### config.mk
export PLATFORM = sky130hd
export DESIGN_NAME = vf_seq
export DESIGN_NICKNAME = d
export VERILOG_FILES = /design/src/rtl/vf_pkg.sv /design/src/rtl/vf_req_hold.sv /design/src/rtl/vf_vid_ramp.sv /design/src/rtl/vf_seq_ctrl.sv /design/src/rtl/vf_seq.sv
export SDC_FILE = /design/constraint.sdc
export NUM_CORES = 1
export LEC_CHECK = 0
export BUFFER_PORTS_ARGS = -buffer_cell sky130_fd_sc_hd__buf_2
export CORE_ASPECT_RATIO = 1.75
export CORE_MARGIN = 2
export CORE_UTILIZATION = 33
export DETAILED_ROUTE_END_ITERATION = 6
export MAX_ROUTING_LAYER = met4
export PLACE_DENSITY = 0.5
export SYNTH_ARGS = -nofsm -noshare
export SYNTH_HDL_FRONTEND = slang
export SYNTH_HIERARCHICAL = 1
export SYNTH_SLANG_ARGS = --single-unit
### constraint.sdc
create_clock -name clk -period 7.5 [get_ports clk]
set_input_delay 1.125 -clock clk [delete_from_list [all_inputs] [get_ports clk]]
set_output_delay 1.125 -clock clk [all_outputs]
set_load 0.01 [all_outputs]
### src/rtl/vf_pkg.sv
package vf_pkg;
  parameter int RATIO_W = 6;
  parameter int VID_W   = 6;
  parameter int DWELL_W = 8;

  typedef struct packed {
    logic [RATIO_W-1:0] ratio;
    logic [VID_W-1:0]   vid;
  } op_t;

  typedef enum logic [1:0] {
    ST_IDLE   = 2'd0,
    ST_PRE    = 2'd1,
    ST_RELOCK = 2'd2,
    ST_POST   = 2'd3
  } seq_st_e;
endpackage

### src/rtl/vf_req_hold.sv
module vf_req_hold
  import vf_pkg::*;
(
  input  logic clk,
  input  logic rst_n,
  input  logic req_valid,
  input  op_t  req_op,
  input  logic take,
  output logic pend_valid,
  output op_t  pend_op
);
  logic valid_d;
  op_t  op_d;

  always_comb begin
    valid_d = pend_valid;
    op_d    = pend_op;
    if (req_valid) begin
      valid_d = 1'b1;
      op_d    = req_op;
    end else if (take) begin
      valid_d = 1'b0;
    end
  end

  always_ff @(posedge clk or negedge rst_n) begin
    if (!rst_n) begin
      pend_valid <= 1'b0;
      pend_op    <= '0;
    end else begin
      pend_valid <= valid_d;
      pend_op    <= op_d;
    end
  end
endmodule

### src/rtl/vf_vid_ramp.sv
module vf_vid_ramp
  import vf_pkg::*;
#(
  parameter logic [VID_W-1:0] RST_VID = 20
) (
  input  logic               clk,
  input  logic               rst_n,
  input  logic               tick,
  input  logic               run,
  input  logic [DWELL_W-1:0] dwell,
  input  logic [VID_W-1:0]   target,
  output logic [VID_W-1:0]   vid,
  output logic               at_target
);
  logic [DWELL_W-1:0] cnt_q, cnt_d;
  logic [VID_W-1:0]   vid_d;

  assign at_target = (vid == target);

  always_comb begin
    cnt_d = cnt_q;
    vid_d = vid;
    if (!run || at_target) begin
      cnt_d = '0;
    end else if (tick) begin
      if (cnt_q == dwell) begin
        cnt_d = '0;
        vid_d = (target > vid) ? vid + 1'b1 : vid - 1'b1;
      end else begin
        cnt_d = cnt_q + 1'b1;
      end
    end
  end

  always_ff @(posedge clk or negedge rst_n) begin
    if (!rst_n) begin
      cnt_q <= '0;
      vid   <= RST_VID;
    end else begin
      cnt_q <= cnt_d;
      vid   <= vid_d;
    end
  end
endmodule

### src/rtl/vf_seq_ctrl.sv
module vf_seq_ctrl
  import vf_pkg::*;
#(
  parameter logic [RATIO_W-1:0] RST_RATIO = 10,
  parameter int                 STALL_TMO = 500,
  localparam int                TMO_W     = $clog2(STALL_TMO + 1)
) (
  input  logic               clk,
  input  logic               rst_n,
  input  logic               tick,
  input  logic               pend_valid,
  input  op_t                pend_op,
  input  logic               pll_lock,
  input  logic [VID_W-1:0]   vid_now,
  input  logic               vid_done,
  output logic               take,
  output logic [RATIO_W-1:0] ratio_out,
  output logic [VID_W-1:0]   tgt_vid,
  output logic               ramp_run,
  output logic               relock,
  output logic               busy,
  output logic               stall_err
);
  seq_st_e             state_q, state_d;
  op_t                 tgt_q, tgt_d;
  logic [RATIO_W-1:0]  ratio_d;
  logic [TMO_W-1:0]    tmo_q, tmo_d;
  logic                lost_q, lost_d;
  logic                err_d;
  logic                tmo_hit;

  assign relock   = (state_q == ST_RELOCK);
  assign ramp_run = (state_q == ST_PRE) || (state_q == ST_POST);
  assign tgt_vid  = tgt_q.vid;
  assign busy     = pend_valid || (state_q != ST_IDLE);
  assign tmo_hit  = relock && tick && (tmo_q == TMO_W'(STALL_TMO - 1));

  always_comb begin
    state_d = state_q;
    tgt_d   = tgt_q;
    take    = 1'b0;
    unique case (state_q)
      ST_IDLE: begin
        if (pend_valid) begin
          take  = 1'b1;
          tgt_d = pend_op;
          if (pend_op.ratio > ratio_out)      state_d = ST_PRE;
          else if (pend_op.ratio < ratio_out) state_d = ST_RELOCK;
          else if (pend_op.vid != vid_now)    state_d = ST_POST;
        end
      end
      ST_PRE: begin
        if (vid_done) state_d = ST_RELOCK;
      end
      ST_RELOCK: begin
        if ((lost_q && pll_lock) || tmo_hit)
          state_d = (vid_now != tgt_q.vid) ? ST_POST : ST_IDLE;
      end
      ST_POST: begin
        if (vid_done) state_d = ST_IDLE;
      end
      default: state_d = ST_IDLE;
    endcase
  end

  always_comb begin
    ratio_d = ratio_out;
    if (state_d == ST_RELOCK && state_q != ST_RELOCK) ratio_d = tgt_d.ratio;
    tmo_d  = '0;
    lost_d = 1'b0;
    if (relock) begin
      tmo_d  = tick ? tmo_q + 1'b1 : tmo_q;
      lost_d = lost_q || !pll_lock;
    end
    err_d = stall_err || tmo_hit;
  end

  always_ff @(posedge clk or negedge rst_n) begin
    if (!rst_n) begin
      state_q   <= ST_IDLE;
      tgt_q     <= '0;
      ratio_out <= RST_RATIO;
      tmo_q     <= '0;
      lost_q    <= 1'b0;
      stall_err <= 1'b0;
    end else begin
      state_q   <= state_d;
      tgt_q     <= tgt_d;
      ratio_out <= ratio_d;
      tmo_q     <= tmo_d;
      lost_q    <= lost_d;
      stall_err <= err_d;
    end
  end
endmodule

### src/rtl/vf_seq.sv
module vf_seq
  import vf_pkg::*;
#(
  parameter logic [RATIO_W-1:0] RST_RATIO = 10,
  parameter logic [VID_W-1:0]   RST_VID   = 20,
  parameter int                 STALL_TMO = 500
) (
  input  logic               clk,
  input  logic               rst_n,
  input  logic               tick,
  input  logic [DWELL_W-1:0] dwell_ticks,
  input  logic               req_valid,
  input  logic [RATIO_W-1:0] req_ratio,
  input  logic [VID_W-1:0]   req_vid,
  input  logic               pll_lock,
  output logic [VID_W-1:0]   vid_out,
  output logic [RATIO_W-1:0] ratio_out,
  output logic               core_stall,
  output logic               snoop_block,
  output logic               busy,
  output logic               stall_err
);
  op_t              req_op, pend_op;
  logic             pend_valid, take, ramp_run, relock, vid_done;
  logic [VID_W-1:0] tgt_vid;

  assign req_op.ratio = req_ratio;
  assign req_op.vid   = req_vid;
  assign core_stall   = relock;
  assign snoop_block  = relock;

  vf_req_hold u_hold (
    .clk(clk), .rst_n(rst_n), .req_valid(req_valid), .req_op(req_op),
    .take(take), .pend_valid(pend_valid), .pend_op(pend_op)
  );

  vf_vid_ramp #(.RST_VID(RST_VID)) u_ramp (
    .clk(clk), .rst_n(rst_n), .tick(tick), .run(ramp_run),
    .dwell(dwell_ticks), .target(tgt_vid), .vid(vid_out), .at_target(vid_done)
  );

  vf_seq_ctrl #(.RST_RATIO(RST_RATIO), .STALL_TMO(STALL_TMO)) u_ctrl (
    .clk(clk), .rst_n(rst_n), .tick(tick), .pend_valid(pend_valid),
    .pend_op(pend_op), .pll_lock(pll_lock), .vid_now(vid_out),
    .vid_done(vid_done), .take(take), .ratio_out(ratio_out),
    .tgt_vid(tgt_vid), .ramp_run(ramp_run), .relock(relock),
    .busy(busy), .stall_err(stall_err)
  );
endmodule

After elaboration in Yosys (flattened, before gate mapping)
Index checks and enable logic that the tools add are counted.
{"block": "word_totals", "out_inout_bits": 16, "reg_bits": 58}
{"block": "classes", "add_sub_neg": 4, "n_eq_ne": 11, "magnitude_cmp": 3, "bitwise": 1, "mux": 22, "reduce_logical": 18}
{"cell": "$mux 12", "n": 2}
{"cell": "$mux 8", "n": 3}
{"cell": "$mux 9", "n": 2}
{"cell": "$mux 2", "n": 8}
{"cell": "$gt 6x6->1", "n": 2}
{"cell": "$ne 6x6->1", "n": 2}
{"cell": "$add 9x1->9 const B", "n": 1}
{"cell": "$eq 9x9->1 const B", "n": 1}
{"cell": "$add 8x1->8 const B", "n": 1}
{"cell": "$eq 8x8->1", "n": 1}
{"cell": "$pmux 2 s4", "n": 1}
{"cell": "$add 6x1->6 const B", "n": 1}
{"cell": "$eq 2x2->1 const B", "n": 3}
{"cell": "$eq 6x6->1", "n": 1}
{"cell": "$logic_or 1x1->1", "n": 6}
{"cell": "$lt 6x6->1", "n": 1}
{"cell": "$mux 6", "n": 1}
{"cell": "$reduce_bool 2->1", "n": 3}
{"cell": "$sub 6x1->6 const B", "n": 1}
{"cell": "$mux 1", "n": 5}
{"cell": "$logic_and 1x1->1", "n": 4}
{"cell": "$ne 2x2->1 const B", "n": 2}
{"cell": "$reduce_and 3->1", "n": 1}
{"cell": "$eq 2x1->1 const B", "n": 1}
{"cell": "other kinds (4)", "n": 5}

Logic depth before layout (Yosys ltp)
Gate-level depths: netlist of the first run.
{"block": "depth", "depth_word": 8, "mapped_depth": 14, "depth_no_buf": 14}

By module
The synthesis of the first run kept the hierarchy.
{"mod": "vf_seq_ctrl", "instances": 1, "cells_each": 151, "area_per_inst_um2": 1694.1}
{"mod": "vf_vid_ramp", "instances": 1, "cells_each": 117, "area_per_inst_um2": 1087.3}
{"mod": "vf_req_hold", "instances": 1, "cells_each": 28, "area_per_inst_um2": 518.0}
{"mod": "vf_seq", "instances": 1, "cells_each": 1, "area_per_inst_um2": 7.5}

Worst setup path after synthesis of the first run
Ideal clock, no wire load.
{"block": "synth_path", "kind": "register to register", "startpoint": "reg u_ramp.vid[4]", "endpoint": "reg u_ramp.vid[5]", "slack_ps": 4561, "n_path_buf": 0, "required_ps": 7371, "period_less_slack_ps": 2939, "stages_incl_launch_ff": 14, "arrival_time_ps": 2810, "cell_sequence": "dfstp_2 > inv_1 > ha_1 > a21oi_1 > nand2_1 > a221oi_1 > or2_2 > ha_1 > a211oi_1 > o21bai_1 > a21oi_1 > xnor2_1 > nand2_2 > xnor2_2"}
{"block": "synth_via", "elab_chain_len": 4, "elab_cells_between_ends": 8}
{"element": "from (decl)", "line_no": "vf_vid_ramp.sv:12", "source": "output logic [VID_W-1:0] vid,"}
{"element": "from (signal assigned)", "line_no": "vf_vid_ramp.sv:41", "source": "vid <= vid_d;"}
{"element": "parallel branches: the longest is 4 deep, another holds $sub 6x1->6"}
Parallel ways; which one is timed is not known.
A chain may end at the register's enable or synchronous reset.

Worst setup path in the final report of the first run
Ends and elaborated chain as after synthesis.

==> metrics.yaml, run 1 <==
status: "complete, no violations"
min_from: "u_ctrl/stall_err"
setup_viol: 0
min_path_type: "reg2reg"
synth_seq_cells: 58
grt_pass1_vias: 2274
drt-wirelength-per-cell_um: 14.3
finalMaxSlewViolations: 0
synth_edf_count: 0
cts_sinks: 58
gp_congestion: 0.809
holdPathEnd: "u_ctrl/stall_err"
ys_types: 50
synthAdderAreaFrac_pct: 7.42
initial_core_util_pct: 33.8
maxCapViolCount: 0
dr.pass1.iters: 4
min_period_over_period_pct: 42.3
arrival_ns: 3.38
reg2reg_from: "u_ramp/vid[4]"
rows: 48
cts_buffers: 9
yosys_warnings: 6
wirelength_um: 6690
antennaDiodeCount: 0
clock.fmax_mhz: 315
cts-resized-gates: 0
muxShareOfSynthArea_pct: 12.6
critical_path_class: "reg2reg"
worst_slew_pin_slew_ns: 0.781
antenna_found_initial: 0
coreArea_um2: 9790
route.detailed.drc: 0
grt_use_total_pct: 14.1
worstSkewPairLatency_ns: 0.33
syn_area_um2: 3310
area_growth_pct: 18.4
grt_max_degree: 59
power_leakage_nw: 1.82
port_buffers: 40
cp.buffers_inverters: 1
via_count: 2251
instances_no_fill: 467
period_minus_slack_ns: 3.17
rsz0062_at_grt: "no"
synth_nets: 341
timing.final.ws_setup_ns: 4.33
dp_cells: 451
crit_slowest_cell: "dfstp_2"
cp_top_family: "compound AO/OA/AOI/OAI gates"
synth-seq-area-share_pct: 44.0
synthTopCellsByArea: "dfrtp_1 (41%), ha_1 (6.8%), mux2_4 (6.8%)"
grt_overflow: 0
vdd_drop_max_uv: 125
postCtsSetupBuffers: 0
synth_compound_area_share_pct: 8.59
synth_top_cell_by_area: "dfrtp_1"
dieArea_um2: 10900
dieHeight_um: 136
synth.top_cell.area_share_pct: 40.9
syn-instance-count: 297
synth_ff_type: "dfrtp_1"
worstPathMaxFanout: 5
clockBufferDepth: 2
post-place-ws_ns: 4.33
yosys.area_share.simple_pct: 13.4
nets: 381
fillers: 973
avgSynthCellArea_um2: 11.1
cpPeakStageDelay_ns: 0.57
layout-drive-gt1-share_pct: 31.9
clk_pin_slew_worst_paths_ns: 0.05
yosys.area_share.xor_xnor_pct: 8.70
crit_path_start_kind: "flop"
holdBufCountCts: 0
slew_headroom_pct: 48.0
clockRootBuffer: "clkbuf_16"
drt_iter0_markers: 87
synth_top_family_by_area: "simple AND/OR/NAND/NOR gates"
p_per_area_nw_per_um2: 264
cp_data_required_time_ns: 7.70
hold-path-cell-count: 1
synth_common_cells: "dfrtp_1 (54), inv_1 (21), nand2_1 (20), ha_1 (18), xnor2_1 (17)"
finalSetupTns_ns: 0
ant_nets: 0
die_x_um: 79.7
worstReg2RegEnd: "u_ramp/vid[5]"
htreeDepth: 3
hpwlAfterDp_um: 4920
cts_tree: "built"
clock_skew_ns: 0.00625
timing.reg2reg.worst_path_depth: 13
async_flop_share_pct: 100
crit_chain: "inv_1, ha_1, a21oi_1, nand2_1, a221oi_1, or2_2, ha_1, a211oi_1, o21bai_1, a21oi_1, xnor2_1, nand2_2, xnor2_2"
hold_slack_ns: 0.471
synth.most_common_cell: "dfrtp_1"
hold_viol_final: 0
r2r_setup_slack_ns: 4.33
via_per_inst: 4.82
grt_pass1_wl_um: 11200
ioPinCount: 41
worst_setup_path_end_kind: "flop"
## power by group
group / internal, mW / leakage, nW / switching (mW)
Sequential: 0.348 / 0.733 / 0.0492
Combinational: 0.0975 / 0.931 / 0.102
Clock: 0.298 / 0.156 / 0.138
## logic make-up after synthesis
kind of cell / count (synthesis)
XOR/XNOR: 32
flip-flops: 58
multiplexers: 32
AO/OA/AOI/OAI: 45
AND/OR/NAND/NOR: 76
buffers and inverters: 35
adder cells (fa/ha/maj): 19
## layout make-up
| type | instances | area, µm² | area share, % |
|---|---|---|---|
| multi-input cells | 204 | 1680 | 42.9 |
| flip-flops and latches | 58 | 1460 | 37.2 |
| well taps | 125 | 156 | 4.00 |
| clock buffers | 11 | 243 | 6.20 |
| repair buffers | 43 | 223 | 5.69 |
| clock inverters | 5 | 77.6 | 1.98 |
| inverters | 21 | 78.8 | 2.01 |
## worst max path at each step
stage,start,endpoint,slack (ns),cells after the start
finish,u_ramp/vid[4],u_ramp/vid[5],4.33,13
global route,u_ramp/vid[4],u_ramp/vid[5],4.15,13
CTS,u_ramp/vid[4],u_ramp/vid[5],4.31,13
detailed placement,u_ramp/vid[4],u_ramp/vid[5],4.33,13
global placement,u_ramp/vid[4],u_ramp/vid[5],4.40,13
floorplan,u_ramp/vid[4],u_ramp/vid[5],4.56,13
## cells in the final DEF, fill, tap and decap left out, drive strengths merged, types with 6 or more instances in the layout
cell    instances
nand4           9
ha             18
a21oi          15
nand3           6
dfrtp          54
nand2          21
inv            21
nor2           13
clkbuf         11
mux2           31
buf            43
xor2           14
o21ai          14
xnor2          18
## layer usage
| layer | GRT usage (%) | up-vias | routed length [µm] |
|---|---|---|---|
| met1 | 15.6 | 1092 | 2810 |
| met4 | 7.76 | 0 | 202 |
| li1 | - | 1111 | - |
| met5 | - | - | 0 |
| met2 | 23.0 | 36 | 3450 |
| met3 | 3.39 | 12 | 227 |
## registers in the layout (all words and copies together), names as in the netlist
| signal | cells |
|---|---|
| u_ramp/cnt_q | 8 |
| u_ctrl/lost_q | 1 |
| u_ctrl/stall_err | 1 |
| u_hold/pend_valid | 1 |
| u_ramp/vid | 6 |
| u_ctrl/state_q | 2 |
| u_ctrl/tmo_q | 9 |
| u_hold/pend_op | 12 |
| u_ctrl/tgt_q | 6 |
| u_ctrl/ratio_out | 6 |
| u_ctrl/tgt_vid | 6 |
## through the flow
stage,power [mW],utilization (%),cell area (µm²)
final,1.03,40.0,3910
after global placement,0.600,36.7,3590
after detailed placement,0.604,36.7,3590
after floorplan,0.535,-,3310
after global routing,1.09,40.0,3910
after CTS,1.05,40.0,3910
(Power assumes the default switching activity.)
==> run 2: changes to the inputs <==
--- a/config.mk
+++ b/config.mk
@@ -11,7 +11,7 @@
 export CORE_UTILIZATION = 33
 export DETAILED_ROUTE_END_ITERATION = 6
 export MAX_ROUTING_LAYER = met4
-export PLACE_DENSITY = 0.5
+export PLACE_DENSITY = 0.52
 export SYNTH_ARGS = -nofsm -noshare
 export SYNTH_HDL_FRONTEND = slang
 export SYNTH_HIERARCHICAL = 1
==> constraint.sdc (replaced) <==
create_clock -name clk -period 2.55 [get_ports clk]
set_input_delay 0.3825 -clock clk [delete_from_list [all_inputs] [get_ports clk]]
set_output_delay 0.3825 -clock clk [all_outputs]
set_load 0.01 [all_outputs]
==> metrics.yaml, run 2 (synthesis results as in run 1) <==
post-place-ws_ns: -0.0861  # was 4.33 ns
fin_util_pct: 42.9  # was 40.0%
dieHeight_um: 136  # unchanged
status: "finished with violations"  # was complete, no violations
most-common-layout-cells: "dfrtp_1 (53), buf_2 (40), buf_4 (26)"  # was dfrtp_1 (54), buf_2 (40), inv_1 (21)
arrival_ns: 2.87  # was 3.38 ns
worst_setup_path_end_kind: "flop"  # unchanged
clk_pin_slew_worst_paths_ns: 0.05  # about the same
slew_headroom_pct: 73.1  # was 48.0%
setup_viol: 2  # was 0
maxCapViolCount: 0  # unchanged
top_register: "u_hold/pend_op"  # unchanged
dieArea_um2: 10900  # unchanged
holdBufCountCts: 0  # unchanged
dr.pass1.iters: 4  # unchanged
crit_path_start_kind: "flop"  # unchanged
gr-usage-met1_pct: 15.8  # was 15.6%
drt_iter0_markers: 104  # was 87
worstPathMaxFanout: 5  # unchanged
cpPeakStageDelay_ns: 0.53  # was 0.57 ns
timing.final.ws_setup_ns: -0.109  # was 4.33 ns
power_leakage_nw: 1.95  # was 1.82 nW
worstSkewPairLatency_ns: 0.32  # was 0.33 ns
via_per_inst: 4.81  # was 4.82
clock.fmax_mhz: 376  # was 315 MHz
cts_sinks: 58  # unchanged
grt_overflow: 0  # unchanged
cp.buffers_inverters: 1  # unchanged
crit_slowest_cell: "dfstp_2"  # unchanged
cp_top_family: "compound AO/OA/AOI/OAI gates"  # unchanged
ant_nets: 0  # unchanged
antennaDiodeCount: 0  # unchanged
violations: "setup timing"
coreArea_um2: 9790  # unchanged
grt_pass1_wl_um: 11600  # was 11200 µm
die_x_um: 79.7  # unchanged
clockBufferDepth: 2  # unchanged
critical_path_class: "reg2reg"  # unchanged
route.detailed.drc: 0  # unchanged
nets: 405  # was 381
use_met2_pct: 24.6  # was 23.0%
hpwlAfterDp_um: 5130  # was 4920 µm
crit_chain: "inv_2, ha_4, a21oi_2, nand2_1, a221oi_2, or2_4, ha_4, a211oi_4, o21bai_1, a21oi_2, xnor2_1, nand2_2, xnor2_2"  # was inv_1, ha_1, a21oi_1, nand2_1, a221oi_1, or2_2, ha_1, a211oi_1, o21bai_1, a21oi_1, xnor2_1, nand2_2, xnor2_2
grt_use_total_pct: 14.3  # was 14.1%
grt_max_degree: 59  # unchanged
initial_core_util_pct: 33.8  # unchanged
largest_register_ff_count: 12  # unchanged
min_path_type: "in2async"  # was reg2reg
fillers: 947  # was 973
via_count: 2362  # was 2251
hold_viol_final: 0  # unchanged
drt-wirelength-per-cell_um: 14.2  # was 14.3 µm
cts_tree: "built"  # unchanged
antenna_found_initial: 0  # unchanged
cp_data_required_time_ns: 2.76  # was 7.70 ns
p_per_area_nw_per_um2: 770  # was 264 nW/µm²
port_buffers: 40  # unchanged
worst_slew_pin_slew_ns: 0.403  # was 0.781 ns
final_common_cell: "dfrtp_1"  # unchanged
htreeDepth: 3  # unchanged
largestRegisters: "u_hold/pend_op x12, u_ctrl/tmo_q x9, u_ramp/cnt_q x8"  # unchanged
place_area_um2: 3800  # was 3590 µm²
period_minus_slack_ns: 2.66  # was 3.17 ns
cts_buffers: 9  # unchanged
wirelength_um: 6960  # was 6690 µm
finalMaxSlewViolations: 0  # unchanged
grt_pass1_vias: 2382  # was 2274
layout-drive-gt1-share_pct: 39.9  # was 31.9%
ioPinCount: 41  # unchanged
met3_usage_pct: 2.86  # was 3.39%
grt_busiest_layer: "met2"  # unchanged
vdd_drop_max_uv: 421  # was 125 µV
p_total_mw: 3.23  # was 1.03 mW
gp_congestion: 0.744  # was 0.809
rows: 48  # unchanged
clockRootBuffer: "clkbuf_16"  # unchanged
clock_skew_ns: 0.00315  # was 0.00625 ns
rsz0062_at_grt: "yes"  # was no
area_growth_pct: 26.9  # was 18.4%
min_period_over_period_pct: 104  # was 42.3%
post-route-cell-area_um2: 4200  # was 3910 µm²
## run 2: changes by cell type in the layout (fill, tap and decap cells not counted), moves of 3 or more
cell and delta:
a21oi_1 -3, a21oi_2 +3, buf_4 +23, ha_1 -3
ha_4 +3
## run 2: where the power goes
part / leakage (nW) / internal [mW] / switching, mW
combinational: 1.05 / 0.395 / 0.409
sequential: 0.733 / 1.02 / 0.0933
clock: 0.163 / 0.907 / 0.402
total: 1.95 / 2.33 / 0.904
## run 2: cell type report
type,instances,area [µm²],share of cell area [%]
Inverter,21,78.8,1.88
Clock inverter,4,73.8,1.76
Multi-Input combinational cell,204,1760,41.9
Clock buffer,12,256,6.11
Tap cell,125,156,3.73
Sequential cell,58,1460,34.7
Timing Repair Buffer,67,415,9.90
## run 2: path summary, 6_finish.rpt
kind	from	end	slack, ns	cells after the start
max	u_ramp/vid[4]	u_ramp/vid[5]	-0.11	13
min	rst_n	u_hold/pend_op[4]	0.05	2
min in group clk	pll_lock	u_ctrl/lost_q	0.25	2
min reg2reg	u_ctrl/stall_err	u_ctrl/stall_err	0.48	1
max in group asynchronous	rst_n	u_ramp/vid[4]	2.19	2
max reg2reg	u_ramp/vid[4]	u_ramp/vid[5]	-0.11	13
## run 2: timing repair
| action | 4_1_cts | 5_1_grt |
|---|---|---|
| resized for setup | 2 | 3 |
| endpoints found under the setup margin | 2 | 7 |
| setup buffers | 5 | 1 |
| pin swaps | 1 | 5 |
## run 2: layer usage
| layer | vias up | routed length [µm] |
|---|---|---|
| li1 | 1156 | - |
| met5 | - | 0 |
| met4 | 0 | 105 |
| met1 | 1165 | 2810 |
| met2 | 35 | 3860 |
| met3 | 6 | 182 |
## run 2: metrics by stage
step           instances  hold slack, ns  setup TNS [ns]
6_report             491          0.0493          -0.157
5_1_grt              491          0.0805          -0.580
4_1_cts              490          0.0639          -0.102
3_5_place_dp         469           0.411         -0.0861
3_3_place_gp         469           0.409         -0.0654
2_1_floorplan        297          0.0869         -0.0615
